===== src/rtl/alrt_pkg.sv =====
// Package: shared constants and types of the alert interrupt unit.
// Assumes an 8-bit byte lane on the register bus.
package alrt_pkg;
    localparam int BYTE_W      = 8;
    localparam int ALERT_W     = 16;
    localparam int NUM_EVT     = 12;
    localparam int ADDR_W      = 8;
    localparam int ADDR_ALERT  = 'h10;
    localparam int ADDR_AMASK  = 'h12;
    localparam int ADDR_PMASK  = 'h14;
    localparam int VENDOR_BASE = 'h80;
    localparam int PMASK_RST   = 'hFF;
    localparam int BIT_RX_MSG  = 2;

    typedef enum logic [1:0] {
        SEL_NONE  = 2'd0,
        SEL_ALERT = 2'd1,
        SEL_AMASK = 2'd2,
        SEL_PMASK = 2'd3
    } rsel_e;
endpackage


===== src/rtl/alrt_decode.sv =====
// Module: address decoder. Turns a byte address and write strobe into
// per-lane write enables and a read selection.
// Assumes register bases lie below VENDOR_BASE; vendor space decodes to nothing.
module alrt_decode
    import alrt_pkg::*;
#(
    parameter int AW    = ADDR_W,
    parameter int NB    = ALERT_W / BYTE_W,
    parameter int SEL_W = (NB > 1) ? $clog2(NB) : 1
) (
    input  logic [AW-1:0]    addr,
    input  logic             we,
    output logic [NB-1:0]    alert_wr,
    output logic [NB-1:0]    amask_wr,
    output logic             pmask_wr,
    output rsel_e            rsel,
    output logic [SEL_W-1:0] rbyte
);
    logic          in_std;
    logic [NB-1:0] hit_alert;
    logic [NB-1:0] hit_amask;
    logic          hit_pmask;

    // Standard (non-vendor) address window.
    assign in_std = (addr < AW'(VENDOR_BASE));

    genvar b;
    generate
        for (b = 0; b < NB; b++) begin : g_lane
            // Per-lane match for the two 16-bit registers.
            assign hit_alert[b] = in_std && (addr == AW'(ADDR_ALERT + b));
            assign hit_amask[b] = in_std && (addr == AW'(ADDR_AMASK + b));
        end
    endgenerate

    assign hit_pmask = in_std && (addr == AW'(ADDR_PMASK));

    // Write strobes gate the hits with the bus write enable.
    assign alert_wr = we ? hit_alert : '0;
    assign amask_wr = we ? hit_amask : '0;
    assign pmask_wr = we && hit_pmask;

    // Read selection: which register and which byte lane drive read data.
    always_comb begin
        rsel  = SEL_NONE;
        rbyte = '0;
        for (int i = 0; i < NB; i++) begin
            if (hit_alert[i]) begin
                rsel  = SEL_ALERT;
                rbyte = SEL_W'(i);
            end
            if (hit_amask[i]) begin
                rsel  = SEL_AMASK;
                rbyte = SEL_W'(i);
            end
        end
        if (hit_pmask) rsel = SEL_PMASK;
    end
endmodule


===== src/rtl/alrt_flags.sv =====
// Module: alert flag register. Event pulses set bits; byte writes clear
// the bits written with one. Set beats clear in the same cycle.
// Assumes evt pulses are synchronous; bits at and above NEVT are never set.
module alrt_flags
    import alrt_pkg::*;
#(
    parameter int W    = ALERT_W,
    parameter int NEVT = NUM_EVT,
    parameter int NB   = W / BYTE_W
) (
    input  logic              clk,
    input  logic              rst_n,
    input  logic [NEVT-1:0]   evt,
    input  logic [NB-1:0]     wr_lane,
    input  logic [BYTE_W-1:0] wdata,
    output logic [W-1:0]      alert_q
);
    logic [W-1:0] set_v;
    logic [W-1:0] clr_v;
    logic         past_ok;

    // Zero-extend events to the register width; reserved bits stay clear.
    assign set_v = {{(W-NEVT){1'b0}}, evt};

    genvar b;
    generate
        for (b = 0; b < NB; b++) begin : g_clr
            // Write-one-clear mask for this byte lane.
            assign clr_v[b*BYTE_W +: BYTE_W] = wr_lane[b] ? wdata : '0;
        end
    endgenerate

    // Flag state: clear written ones, then apply new events (set wins).
    always_ff @(posedge clk) begin
        if (!rst_n) alert_q <= '0;
        else        alert_q <= (alert_q & ~clr_v) | set_v;
    end

    // Marks that one post-reset edge has passed, so $past is meaningful.
    always_ff @(posedge clk) begin
        if (!rst_n) past_ok <= 1'b0;
        else        past_ok <= 1'b1;
    end

    AST_EVT_SETS_BIT: assert property (@(posedge clk) disable iff (!rst_n)
        (|set_v) |=> ((alert_q & $past(set_v)) == $past(set_v)));
    AST_CLEAR_NEEDS_WRITE: assert property (@(posedge clk) disable iff (!rst_n || !past_ok)
        ((($past(alert_q) & ~alert_q) & ~$past(clr_v)) == '0));
    AST_RX_MSG_HELD: assert property (@(posedge clk) disable iff (!rst_n || !past_ok)
        ($past(alert_q[BIT_RX_MSG]) && !alert_q[BIT_RX_MSG]) |-> $past(clr_v[BIT_RX_MSG]));
    AST_RESERVED_ZERO: assert property (@(posedge clk) disable iff (!rst_n)
        1'b1 |=> (alert_q[W-1:NEVT] == '0));
endmodule


===== src/rtl/alrt_mask_regs.sv =====
// Module: alert mask (byte-lane writable) and power-status mask registers.
// Assumes at most one lane strobe per cycle from the decoder.
module alrt_mask_regs
    import alrt_pkg::*;
#(
    parameter int W    = ALERT_W,
    parameter int NB   = W / BYTE_W,
    parameter int PRST = PMASK_RST
) (
    input  logic              clk,
    input  logic              rst_n,
    input  logic [NB-1:0]     amask_wr,
    input  logic              pmask_wr,
    input  logic [BYTE_W-1:0] wdata,
    output logic [W-1:0]      amask_q,
    output logic [BYTE_W-1:0] pmask_q
);
    genvar b;
    generate
        for (b = 0; b < NB; b++) begin : g_lane
            // One byte of the alert mask; resets to disabled.
            always_ff @(posedge clk) begin
                if (!rst_n)           amask_q[b*BYTE_W +: BYTE_W] <= '0;
                else if (amask_wr[b]) amask_q[b*BYTE_W +: BYTE_W] <= wdata;
            end
        end
    endgenerate

    // Power-status mask; resets to all ones as a reset marker for the host.
    always_ff @(posedge clk) begin
        if (!rst_n)        pmask_q <= BYTE_W'(PRST);
        else if (pmask_wr) pmask_q <= wdata;
    end

    AST_PMASK_HOLD: assert property (@(posedge clk) disable iff (!rst_n)
        !pmask_wr |=> $stable(pmask_q));
    AST_AMASK_HOLD: assert property (@(posedge clk) disable iff (!rst_n)
        (amask_wr == '0) |=> $stable(amask_q));
endmodule


===== src/rtl/alrt_irq_unit.sv =====
// Module: top of the alert interrupt unit. Ties the decoder, flags and mask
// registers together, muxes read data and drives the level interrupt.
// Assumes single-cycle byte writes with a stable address; reads are free of side effects.
module alrt_irq_unit
    import alrt_pkg::*;
#(
    parameter int ADDR_BITS = ADDR_W,
    parameter int EVT_N     = NUM_EVT
) (
    input  logic                 clk,
    input  logic                 rst_n,
    input  logic [EVT_N-1:0]     evt_i,
    input  logic [ADDR_BITS-1:0] bus_addr,
    input  logic                 bus_we,
    input  logic [BYTE_W-1:0]    bus_wdata,
    output logic [BYTE_W-1:0]    bus_rdata,
    output logic                 irq_n
);
    localparam int NB    = ALERT_W / BYTE_W;
    localparam int SEL_W = (NB > 1) ? $clog2(NB) : 1;

    logic [NB-1:0]      alert_wr;
    logic [NB-1:0]      amask_wr;
    logic               pmask_wr;
    rsel_e              rsel;
    logic [SEL_W-1:0]   rbyte;
    logic [ALERT_W-1:0] alert_q;
    logic [ALERT_W-1:0] amask_q;
    logic [BYTE_W-1:0]  pmask_q;

    alrt_decode #(.AW(ADDR_BITS), .NB(NB), .SEL_W(SEL_W)) u_decode (
        .addr     (bus_addr),
        .we       (bus_we),
        .alert_wr (alert_wr),
        .amask_wr (amask_wr),
        .pmask_wr (pmask_wr),
        .rsel     (rsel),
        .rbyte    (rbyte)
    );

    alrt_flags #(.W(ALERT_W), .NEVT(EVT_N), .NB(NB)) u_flags (
        .clk     (clk),
        .rst_n   (rst_n),
        .evt     (evt_i),
        .wr_lane (alert_wr),
        .wdata   (bus_wdata),
        .alert_q (alert_q)
    );

    alrt_mask_regs #(.W(ALERT_W), .NB(NB), .PRST(PMASK_RST)) u_masks (
        .clk      (clk),
        .rst_n    (rst_n),
        .amask_wr (amask_wr),
        .pmask_wr (pmask_wr),
        .wdata    (bus_wdata),
        .amask_q  (amask_q),
        .pmask_q  (pmask_q)
    );

    // Read data mux: selected register byte, zero for anything unmapped.
    always_comb begin
        case (rsel)
            SEL_ALERT: bus_rdata = alert_q[{rbyte, 3'b000} +: BYTE_W];
            SEL_AMASK: bus_rdata = amask_q[{rbyte, 3'b000} +: BYTE_W];
            SEL_PMASK: bus_rdata = pmask_q;
            default:   bus_rdata = '0;
        endcase
    end

    // Level interrupt: low while any enabled flag is set.
    assign irq_n = ~|(alert_q & amask_q);

    AST_IRQ_AFTER_EVT: assert property (@(posedge clk) disable iff (!rst_n)
        ((|(evt_i & amask_q[EVT_N-1:0])) && !bus_we) |=> !irq_n);
    AST_VENDOR_NO_WRITE: assert property (@(posedge clk) disable iff (!rst_n)
        (bus_we && bus_addr >= ADDR_BITS'(VENDOR_BASE)) |=> ($stable(amask_q) && $stable(pmask_q)));
    AST_VENDOR_READ_ZERO: assert property (@(posedge clk) disable iff (!rst_n)
        (bus_addr >= ADDR_BITS'(VENDOR_BASE)) |-> (bus_rdata == '0));
endmodule


===== config.mk =====
export PLATFORM = sky130hd
export DESIGN_NAME = alrt_irq_unit
export DESIGN_NICKNAME = d
export VERILOG_FILES = /design/src/rtl/alrt_pkg.sv /design/src/rtl/alrt_decode.sv /design/src/rtl/alrt_flags.sv /design/src/rtl/alrt_mask_regs.sv /design/src/rtl/alrt_irq_unit.sv
export SDC_FILE = /design/constraint.sdc
export NUM_CORES = 1
export LEC_CHECK = 0
export BUFFER_PORTS_ARGS = -buffer_cell sky130_fd_sc_hd__buf_2
export CAP_MARGIN = 25
export CORE_ASPECT_RATIO = 1.4
export CORE_UTILIZATION = 50
export CTS_BUF_LIST = sky130_fd_sc_hd__clkbuf_4 sky130_fd_sc_hd__clkbuf_8 sky130_fd_sc_hd__clkbuf_16
export DETAILED_ROUTE_END_ITERATION = 8
export GPL_TIMING_DRIVEN = 0
export MAX_ROUTING_LAYER = met4
export PLACE_DENSITY = 0.73
export SLEW_MARGIN = 20
export SYNTH_ARGS = -nofsm -noshare
export SYNTH_HDL_FRONTEND = slang
export SYNTH_HIERARCHICAL = 1
export SYNTH_SLANG_ARGS = --single-unit

===== constraint.sdc =====
create_clock -name clk -period 6.39 [get_ports clk]
set_clock_uncertainty 0.05 [all_clocks]
set_input_delay 1.917 -clock clk [delete_from_list [all_inputs] [get_ports clk]]
set_output_delay 1.917 -clock clk [all_outputs]
set_load 0.02 [all_outputs]

==> flow_metrics.py, run 1 <==
metrics = {
    "status": {
        "status": "finished, violations left",
        "violations": "design-rule violations",
    },
    "critical_path": {
        "cp_max_fo": 8,
        "crit_type": "in2out",
        "cp_slowest_stage_delay_ns": 0.42,
        "worstPathArrival_ns": 4.31,
        "endpoint_kind": "primary output",
        "critPathSlowestCell": "a211oi_1",
        "start_kind": "primary input",
        "worstPathCellList": "buf_2 -> or3b_1 -> buf_6 -> a211oi_1 -> inv_1 -> ha_1 -> or3b_1 -> buf_6 -> o22ai_1 -> a21o_1 -> buf_2",
        "r2r-start": "u_flags/alert_q[6]",
        "r2r_slack_ns": 5.62,
        "cp.buffers_inverters": 5,
        "rr_worst_depth": 2,
        "reg2reg_to": "u_flags/alert_q[6]",
        "cp_top_family": "simple AND/OR/NAND/NOR gates",
        "cp.required_ns": 4.42,
    },
    "cells_and_area": {
        "area_delta_synth_final_pct": 17.8,
        "layout_common_cells": "mux2i_1 (40), buf_2 (40), dfxtp_1 (40), nor2b_1 (17), inv_1 (16)",
        "finalNetCount": 290,
        "num-fill-cells": 368,
        "antenna_cells": 0,
        "drive_above_1_share_pct": 28.4,
        "multiInputGateArea_um2": 1140,
        "seq_area_um2": 801,
    },
    "cts": {
        "hold_buffers": 0,
        "cts_buffers": 5,
        "tritoncts": "yes",
        "postCtsSetupRepairBufs": 0,
        "cts.path.max_buffers": 2,
        "cts_resized": 0,
        "cts.sinks": 40,
        "clock_latency_ns": 0.29,
        "h-tree-depth": 2,
        "clock-root-buffer": "clkbuf_8",
        "clkTransAtPathRegs_ns": 0.08,
    },
    "die": {
        "start_util_pct": 53.0,
        "die_area_um2": 4490,
        "num_rows": 27,
        "die_w_um": 56.9,
        "die_h_um": 78.9,
        "core_um2": 3990,
        "pin_count": 40,
    },
    "synth": {
        "synthTopCellsByArea": "dfxtp_1 (38%), mux2i_1 (19%), nor2b_1 (5.0%)",
        "synth_top_area_cell": "dfxtp_1",
        "synth_fp_nets": 244,
        "syn_inst": 210,
        "synth-xor-area-share_pct": 0,
        "ys_types": 32,
        "muxShareOfSynthArea_pct": 19.0,
        "synth_compound_area_share_pct": 18.6,
        "synth_fa_ha_area_share_pct": 1.78,
        "syn_area_per_cell_um2": 10.1,
        "synthSimpleGateAreaFrac_pct": 14.9,
        "synth_top_area_share_pct": 37.9,
        "ys_seq_area_share_pct": 37.9,
        "synth_top_family_by_area": "multiplexers",
        "yosys_warnings": 6,
        "yosys_register_bits": 40,
        "synth_area_um2": 2110,
    },
    "sta": {
        "worst-slew-pin-transition_ns": 0.594,
        "setup_viol": 0,
        "min_period_ns": 6.27,
        "slew_headroom_pct": 60.4,
        "final.period_utilization_pct": 98.2,
        "rsz0062_at_grt": "no",
        "finalMaxSlewViolations": 0,
        "whs_ns": 0.410,
        "finalHoldViolations": 0,
        "max_freq_ghz": 0.159,
        "tns_ns": 0,
    },
    "placed_design": {
        "gp_congestion": 0.840,
        "numPortBuffers": 39,
        "hpwl_um": 3570,
    },
    "global_routing": {
        "grt_overflow": 0,
        "track_usage_pct": 24.2,
        "grt_max_degree": 14,
        "grt_pass1_wl_um": 7970,
        "grt_pass1_vias": 1635,
        "antenna_found_initial": 0,
    },
    "job": {
        "maxCapViolCount": 0,
    },
    "routing": {
        "vias_per_cell": 5.78,
        "antenna_left": 0,
        "first_iter_violations": 83,
        "wl_per_cell_um": 16.8,
        "drc_errors": 8,
        "routed_wl_um": 5040,
        "first_pass_iters": 6,
        "vias": 1735,
    },
    "pwr": {
        "peakVddDrop_uv": 157,
        "total_leakage_power_nw": 0.994,
        "p_per_area_nw_per_um2": 210,
        "design_power_total_mw": 0.523,
    },
    "worst_hold_path": {
        "whs_path_depth": 2,
        "min_to": "u_flags/alert_q[15]",
        "hold_path.class": "reg2reg",
        "hp-start": "u_flags/alert_q[15]",
    },
}
-- sequential cells by signal (all words and copies together), names as in the netlist --
name / flops
u_masks/amask_q: 16
u_flags/alert_q: 16
u_masks/pmask_q: 8
-- per-stage QoR --
stage / instance area (um2) / worst slack, ns / std cells / util, %
CTS: 2490 / 0.141 / 300 / 62.4
finish: 2490 / 0.117 / 300 / 62.4
floorplan: 2110 / 0.454 / 210 / -
detailed placement: 2360 / 0.161 / 292 / 59.2
global route: 2490 / 0.0352 / 300 / 62.4
global placement: 2360 / 0.201 / 292 / 59.2
-- worst reg2reg max path, cell delays in order, from the launching register on --
cell,delay [ns]
dfxtp_1,0.40
o21ai_2,0.08
a31oi_1,0.16
-- cells in the mapped netlist --
cell	n
nor4b_4	1
dfxtp_1	40
a22o_1	4
nor2b_1	17
buf_2	1
nand2b_1	1
a21o_1	8
o21ai_2	6
o22ai_1	8
nor3_2	1
nand3b_2	1
o21ai_0	6
mux2i_1	40
buf_1	1
inv_1	16
a2111oi_4	1
ha_1	3
a21oi_1	4
clkbuf_1	2
and4_1	1
a31oi_1	12
nor4b_2	1
or4b_4	1
buf_4	2
clkbuf_4	1
a221oi_1	4
buf_6	6
a211oi_1	1
or3b_1	3
or2_2	1
nand2_1	13
nor4_2	3
-- worst max path at each step --
stage | start | end | depth (start not counted)
floorplan | bus_addr[5] | bus_rdata[3] | 9
global placement | bus_addr[5] | bus_rdata[3] | 11
CTS | bus_addr[5] | bus_rdata[3] | 11
detailed placement | bus_addr[5] | bus_rdata[3] | 11
global route | bus_addr[5] | bus_rdata[2] | 11
finish | bus_addr[5] | bus_rdata[3] | 11
-- final cells by class --
type                       instances  share of cell area (%)
multi-input combinational        141                    46.0
sequential                        40                    32.2
timing repair buffer              39                    7.85
buffer                            13                    4.28
clock buffer                       7                    3.87
inverter                          16                    2.41
tap                               43                    2.16
clock inverter                     1                    1.21
-- logic make-up (layout without fill, tap and decap cells) --
kind of cell | after synthesis | after routing
adder cells (fa/ha/maj) | 3 | 3
flip-flops | 40 | 40
AND/OR/NAND/NOR | 44 | 44
buffers and inverters | 29 | 76
multiplexers | 40 | 40
AO/OA/AOI/OAI | 54 | 54
-- where the power goes --
part / switching [mW] / internal (mW) / leakage (nW)
Combinational: 0.0222 / 0.0185 / 0.603
Clock: 0.0848 / 0.138 / 0.0645
Sequential: 0.00540 / 0.255 / 0.326
-- metal layers --
metal	wire [um]	vias up	track usage [%]
met5	0	-	-
met4	155	0	10.0
met3	202	15	4.56
met2	2530	43	40.1
met1	2150	823	28.7
li1	-	854	-
Power figures use the tool's default switching activity.
==> run 2, diff against run 1 <==
Settings changed: BUFFER_PORTS_ARGS -buffer_cell sky130_fd_sc_hd__buf_2 to not set, CTS_BUF_LIST sky130_fd_sc_hd__clkbuf_4 sky130_fd_sc_hd__clkbuf_8 sky130_fd_sc_hd__clkbuf_16 to sky130_fd_sc_hd__clkbuf_4, DONT_BUFFER_PORTS set to 1, PLACE_DENSITY 0.73 to not set.
==> flow_metrics.py, run 2 (synthesized netlist as in run 1, its figures left out) <==
metrics = {
    "routing": {
        "routed_wl_um": 5160,
        "antenna_left": 0,
        "first_pass_iters": 6,
        "first_iter_violations": 99,
        "drc_errors": 4,
        "vias_per_cell": 6.09,
        "vias": 1589,
        "wl_per_cell_um": 19.8,
    },
    "cells_and_area": {
        "area_delta_synth_final_pct": 5.15,
        "drive_above_1_share_pct": 15.1,
        "finalNetCount": 251,
        "num-fill-cells": 377,
        "stdcell_count": 261,
        "antenna_cells": 0,
        "layout_common_cells": "mux2i_1 (40), dfxtp_1 (40), nor2b_1 (17), inv_1 (16), nand2_1 (13)",
        "largest_registers": "u_flags/alert_q x16, u_masks/amask_q x16, u_masks/pmask_q x8",
    },
    "pwr": {
        "peakVddDrop_uv": 146,
        "p_per_area_nw_per_um2": 185,
        "total_leakage_power_nw": 0.798,
    },
    "cts": {
        "h-tree-depth": 2,
        "cts.path.max_buffers": 2,
        "cts_resized": 0,
        "hold_buffers": 0,
        "postCtsSetupRepairBufs": 0,
        "clock-root-buffer": "clkbuf_4",
        "tritoncts": "yes",
        "clkTransAtPathRegs_ns": 0.13,
        "cts_buffers": 5,
        "cts.sinks": 40,
        "clock_latency_ns": 0.33,
    },
    "placed_design": {
        "place_ws_ns": 0.310,
        "numPortBuffers": 0,
        "placed_cells": 253,
        "hpwl_um": 3620,
        "gp_congestion": 0.881,
    },
    "critical_path": {
        "worstPathCellList": "or3b_1 -> buf_6 -> a211oi_1 -> inv_1 -> ha_1 -> or3b_1 -> buf_6 -> o22ai_1 -> a21o_1",
        "crit_type": "in2out",
        "cp_slowest_stage_delay_ns": 0.40,
        "critPathSlowestCell": "a211oi_1",
        "cp_max_fo": 8,
        "worstPathArrival_ns": 4.13,
        "cp.required_ns": 4.42,
        "endpoint_kind": "primary output",
        "start_kind": "primary input",
    },
    "job": {
        "maxCapViolCount": 0,
    },
    "sta": {
        "setup_slack_ns": 0.294,
        "rsz0062_at_grt": "no",
        "max_freq_ghz": 0.164,
        "slew_headroom_pct": 61.7,
        "finalMaxSlewViolations": 0,
        "tns_ns": 0,
        "whs_ns": 0.416,
        "finalHoldViolations": 0,
        "final.period_utilization_pct": 95.4,
        "setup_viol": 0,
        "min_period_ns": 6.10,
        "worst-slew-pin-transition_ns": 0.575,
    },
    "die": {
        "die_w_um": 56.9,
        "num_rows": 27,
        "die_h_um": 78.9,
        "pin_count": 40,
        "die_area_um2": 4490,
        "core_um2": 3990,
        "start_util_pct": 53.0,
    },
    "status": {
        "status": "finished, violations left",
        "violations": "design-rule violations",
    },
    "global_routing": {
        "track_usage_pct": 25.9,
        "grt_max_degree": 14,
        "antenna_found_initial": 0,
        "grt_pass1_vias": 1651,
        "grt_overflow": 0,
        "grt_pass1_wl_um": 8370,
    },
    "worst_hold_path": {
        "hold_path.class": "reg2reg",
    },
}
## run 2: cell types whose count changed in the layout (fill, tap and decap cells not counted)
cell       change
buf_2         -39
bufinv_16      -1
clkbuf_4       +5
clkbuf_8       -7
clkinv_1       +1
clkinv_2       +1
inv_6          +1
## run 2: report_power, final
part	leakage (nW)	switching [mW]	internal (mW)
sequential	0.326	0.00532	0.255
clock	0.0330	0.0849	0.0425
combinational	0.438	0.0117	0.0122
total	0.798	0.102	0.310
## run 2: metal layers
layer / track usage [%] / wire length (um) / up-vias
met5: - / 0 / -
met4: 11.7 / 148 / 0
met3: 4.72 / 193 / 15
met2: 41.9 / 2550 / 47
met1: 31.3 / 2270 / 752
li1: - / - / 775
## run 2: through the flow
step | power, mW | utilization (%) | area, um2
after detailed placement | 0.290 | 54.3 | 2170
after floorplan | 0.284 | - | 2110
after global routing | 0.433 | 55.7 | 2220
final | 0.412 | 55.7 | 2220
after CTS | 0.417 | 55.7 | 2220
after global placement | 0.289 | 54.3 | 2170
## run 2: cell type report
cell class                      instances  area, um2  share of cell area [%]
Clock buffer                            5       37.5                    1.69
Buffer                                 13        106                    4.79
Multi-Input combinational cell        141       1140                    51.5
Tap cell                               43       53.8                    2.42
Clock inverter                          3       17.5                   0.789
Sequential cell                        40        801                    36.1
Inverter                               16       60.1                    2.70
## run 2: worst paths after layout
path	start	endpoint	slack, ns	cells after the start
max	bus_addr[5]	bus_rdata[7]	0.29	9
max reg2reg	u_flags/alert_q[8]	u_flags/alert_q[8]	5.63	2
min reg2reg	u_flags/alert_q[15]	u_flags/alert_q[15]	0.42	2
min	u_flags/alert_q[15]	u_flags/alert_q[15]	0.42	2
## run 2: critical path, delay by kind of cell
family,cells,cell delay [ns]
adders and majority gates,1,0.31
and+or+nand+nor,2,0.73
AOI/OAI and AO/OA,3,0.76
buffers and inverters,3,0.41
==> run 3, diff against run 2 <==
--- a/config.mk
+++ b/config.mk
@@ -9,2 +9,3 @@
 export CORE_ASPECT_RATIO = 1.4
+export CORE_MARGIN = 2
 export CORE_UTILIZATION = 50
==> constraint.sdc (replaced) <==
create_clock -name clk -period 6.39 [get_ports clk]
set_clock_uncertainty 0.05 [all_clocks]
set_input_delay 0.639 -clock clk [delete_from_list [all_inputs] [get_ports clk]]
set_output_delay 0.639 -clock clk [all_outputs]
set_load 0.02 [all_outputs]
==> flow_metrics.py, run 3 (synthesized netlist as in run 1, its figures left out) <==
metrics = {
    "status": {
        "status": "finished, violations left",
        "violations": "design-rule violations",
    },
    "cells_and_area": {
        "layout_common_cells": "mux2i_1 (40), dfxtp_1 (40), nor2b_1 (17), inv_1 (16), nand2_1 (13)",
        "area_delta_synth_final_pct": 6.64,
        "finalNetCount": 251,
        "drive_above_1_share_pct": 15.6,
        "largest_registers": "u_flags/alert_q x16, u_masks/amask_q x16, u_masks/pmask_q x8",
        "antenna_cells": 0,
        "stdcell_count": 263,
        "final_util_pct": 54.5,
    },
    "global_routing": {
        "grt_pass1_wl_um": 8140,
        "grt_overflow": 0,
        "antenna_found_initial": 0,
        "grt_max_degree": 15,
        "grt_pass1_vias": 1650,
        "track_usage_pct": 24.1,
    },
    "routing": {
        "first_pass_iters": 6,
        "drc_errors": 3,
        "met1_length_um": 2190,
        "routed-wl-met3_um": 255,
        "vias_per_cell": 6.16,
        "routed_wl_um": 5260,
        "antenna_left": 0,
        "top_layer_used": "met4",
        "first_iter_violations": 85,
        "wl_met2_um": 2660,
        "wl_per_cell_um": 20.0,
        "vias": 1619,
    },
    "cts": {
        "cts.sinks": 40,
        "postCtsSetupRepairBufs": 0,
        "clock_latency_ns": 0.34,
        "h-tree-depth": 2,
        "clock-root-buffer": "clkbuf_4",
        "cts_buffers": 5,
        "cts_resized": 0,
        "clkTransAtPathRegs_ns": 0.13,
        "hold_buffers": 0,
        "cts.path.max_buffers": 2,
        "tritoncts": "yes",
    },
    "critical_path": {
        "r2r_slack_ns": 5.62,
        "endpoint_kind": "primary output",
        "cp_top_family": "simple AND/OR/NAND/NOR gates",
        "cp.required_ns": 5.70,
        "worstPathCellList": "or3b_1 -> buf_6 -> a211oi_1 -> inv_1 -> ha_1 -> or3b_1 -> buf_6 -> o22ai_1 -> a21o_1",
        "cp_max_fo": 8,
        "crit_type": "in2out",
        "reg2reg_to": "u_flags/alert_q[3]",
        "cp-startpoint": "bus_addr[5]",
        "worstPathArrival_ns": 2.86,
        "cp.buffers_inverters": 3,
        "r2r-start": "u_flags/alert_q[3]",
        "cp_slowest_stage_delay_ns": 0.38,
        "critPathSlowestCell": "or3b_1",
        "rr_worst_depth": 2,
        "start_kind": "primary input",
    },
    "sta": {
        "rsz0062_at_grt": "no",
        "setup_viol": 0,
        "min_period_ns": 3.55,
        "slew_headroom_pct": 60.3,
        "finalHoldViolations": 0,
        "finalMaxSlewViolations": 0,
        "final.period_utilization_pct": 55.5,
        "max_freq_ghz": 0.282,
        "tns_ns": 0,
        "worst-slew-pin-transition_ns": 0.595,
    },
    "die": {
        "num_rows": 28,
        "die_area_um2": 4770,
        "die_w_um": 58.9,
        "start_util_pct": 51.1,
        "die_h_um": 80.9,
        "pin_count": 40,
        "core_um2": 4130,
    },
    "placed_design": {
        "placed_cells": 255,
        "gp_congestion": 0.890,
        "hpwl_um": 3750,
        "numPortBuffers": 0,
    },
    "worst_hold_path": {
        "whs_path_depth": 1,
        "min_to": "u_flags/alert_q[14]",
        "hold_path.class": "in2reg",
        "hp-start": "bus_wdata[6]",
    },
    "pwr": {
        "peakVddDrop_uv": 147,
        "p_per_area_nw_per_um2": 202,
        "total_leakage_power_nw": 0.806,
    },
    "job": {
        "maxCapViolCount": 0,
    },
}
## run 3: worst max path at each step
stage	depth (start not counted)	endpoint
after global routing	9	bus_rdata[3]
after floorplan	9	bus_rdata[3]
after global placement	9	bus_rdata[3]
after CTS	9	bus_rdata[3]
after detailed placement	9	bus_rdata[3]
final	9	bus_rdata[3]
## run 3: stage by stage
step | setup slack [ns] | area [um2] | total power, mW | hold WS (ns)
after floorplan | 3.01 | 2110 | 0.284 | 0.375
after CTS | 2.82 | 2250 | 0.458 | 0.296
final | 2.84 | 2250 | 0.456 | 0.310
after global placement | 2.88 | 2170 | 0.289 | 0.390
after detailed placement | 2.82 | 2170 | 0.290 | 0.402
after global routing | 2.65 | 2250 | 0.476 | 0.281
## run 3: cell type report
cell class	instances	area, um2
Buffer	13	106
Clock buffer	5	37.5
Clock inverter	3	46.3
Inverter	16	60.1
Sequential cell	40	801
Multi-Input combinational cell	141	1140
Fill cell	395	1880
Tap cell	45	56.3
## run 3: power by group
part / switching [mW] / internal [mW]
registers: 0.00530 / 0.255
logic: 0.0120 / 0.0122
clock network: 0.0877 / 0.0836
total: 0.105 / 0.351
## run 3: routing by layer
layer  vias to the layer above  global-route usage [%]
met1                       773                    28.5
met3                        18                    4.78
met4                         0                    10.7
met2                        48                    39.1
li1                        780                       -
met5                         -                       -
## run 3: worst reg2reg max path: stages, from the launching register on
cell	delay, ns
dfxtp_1	0.35
o21ai_0	0.18
a31oi_1	0.06
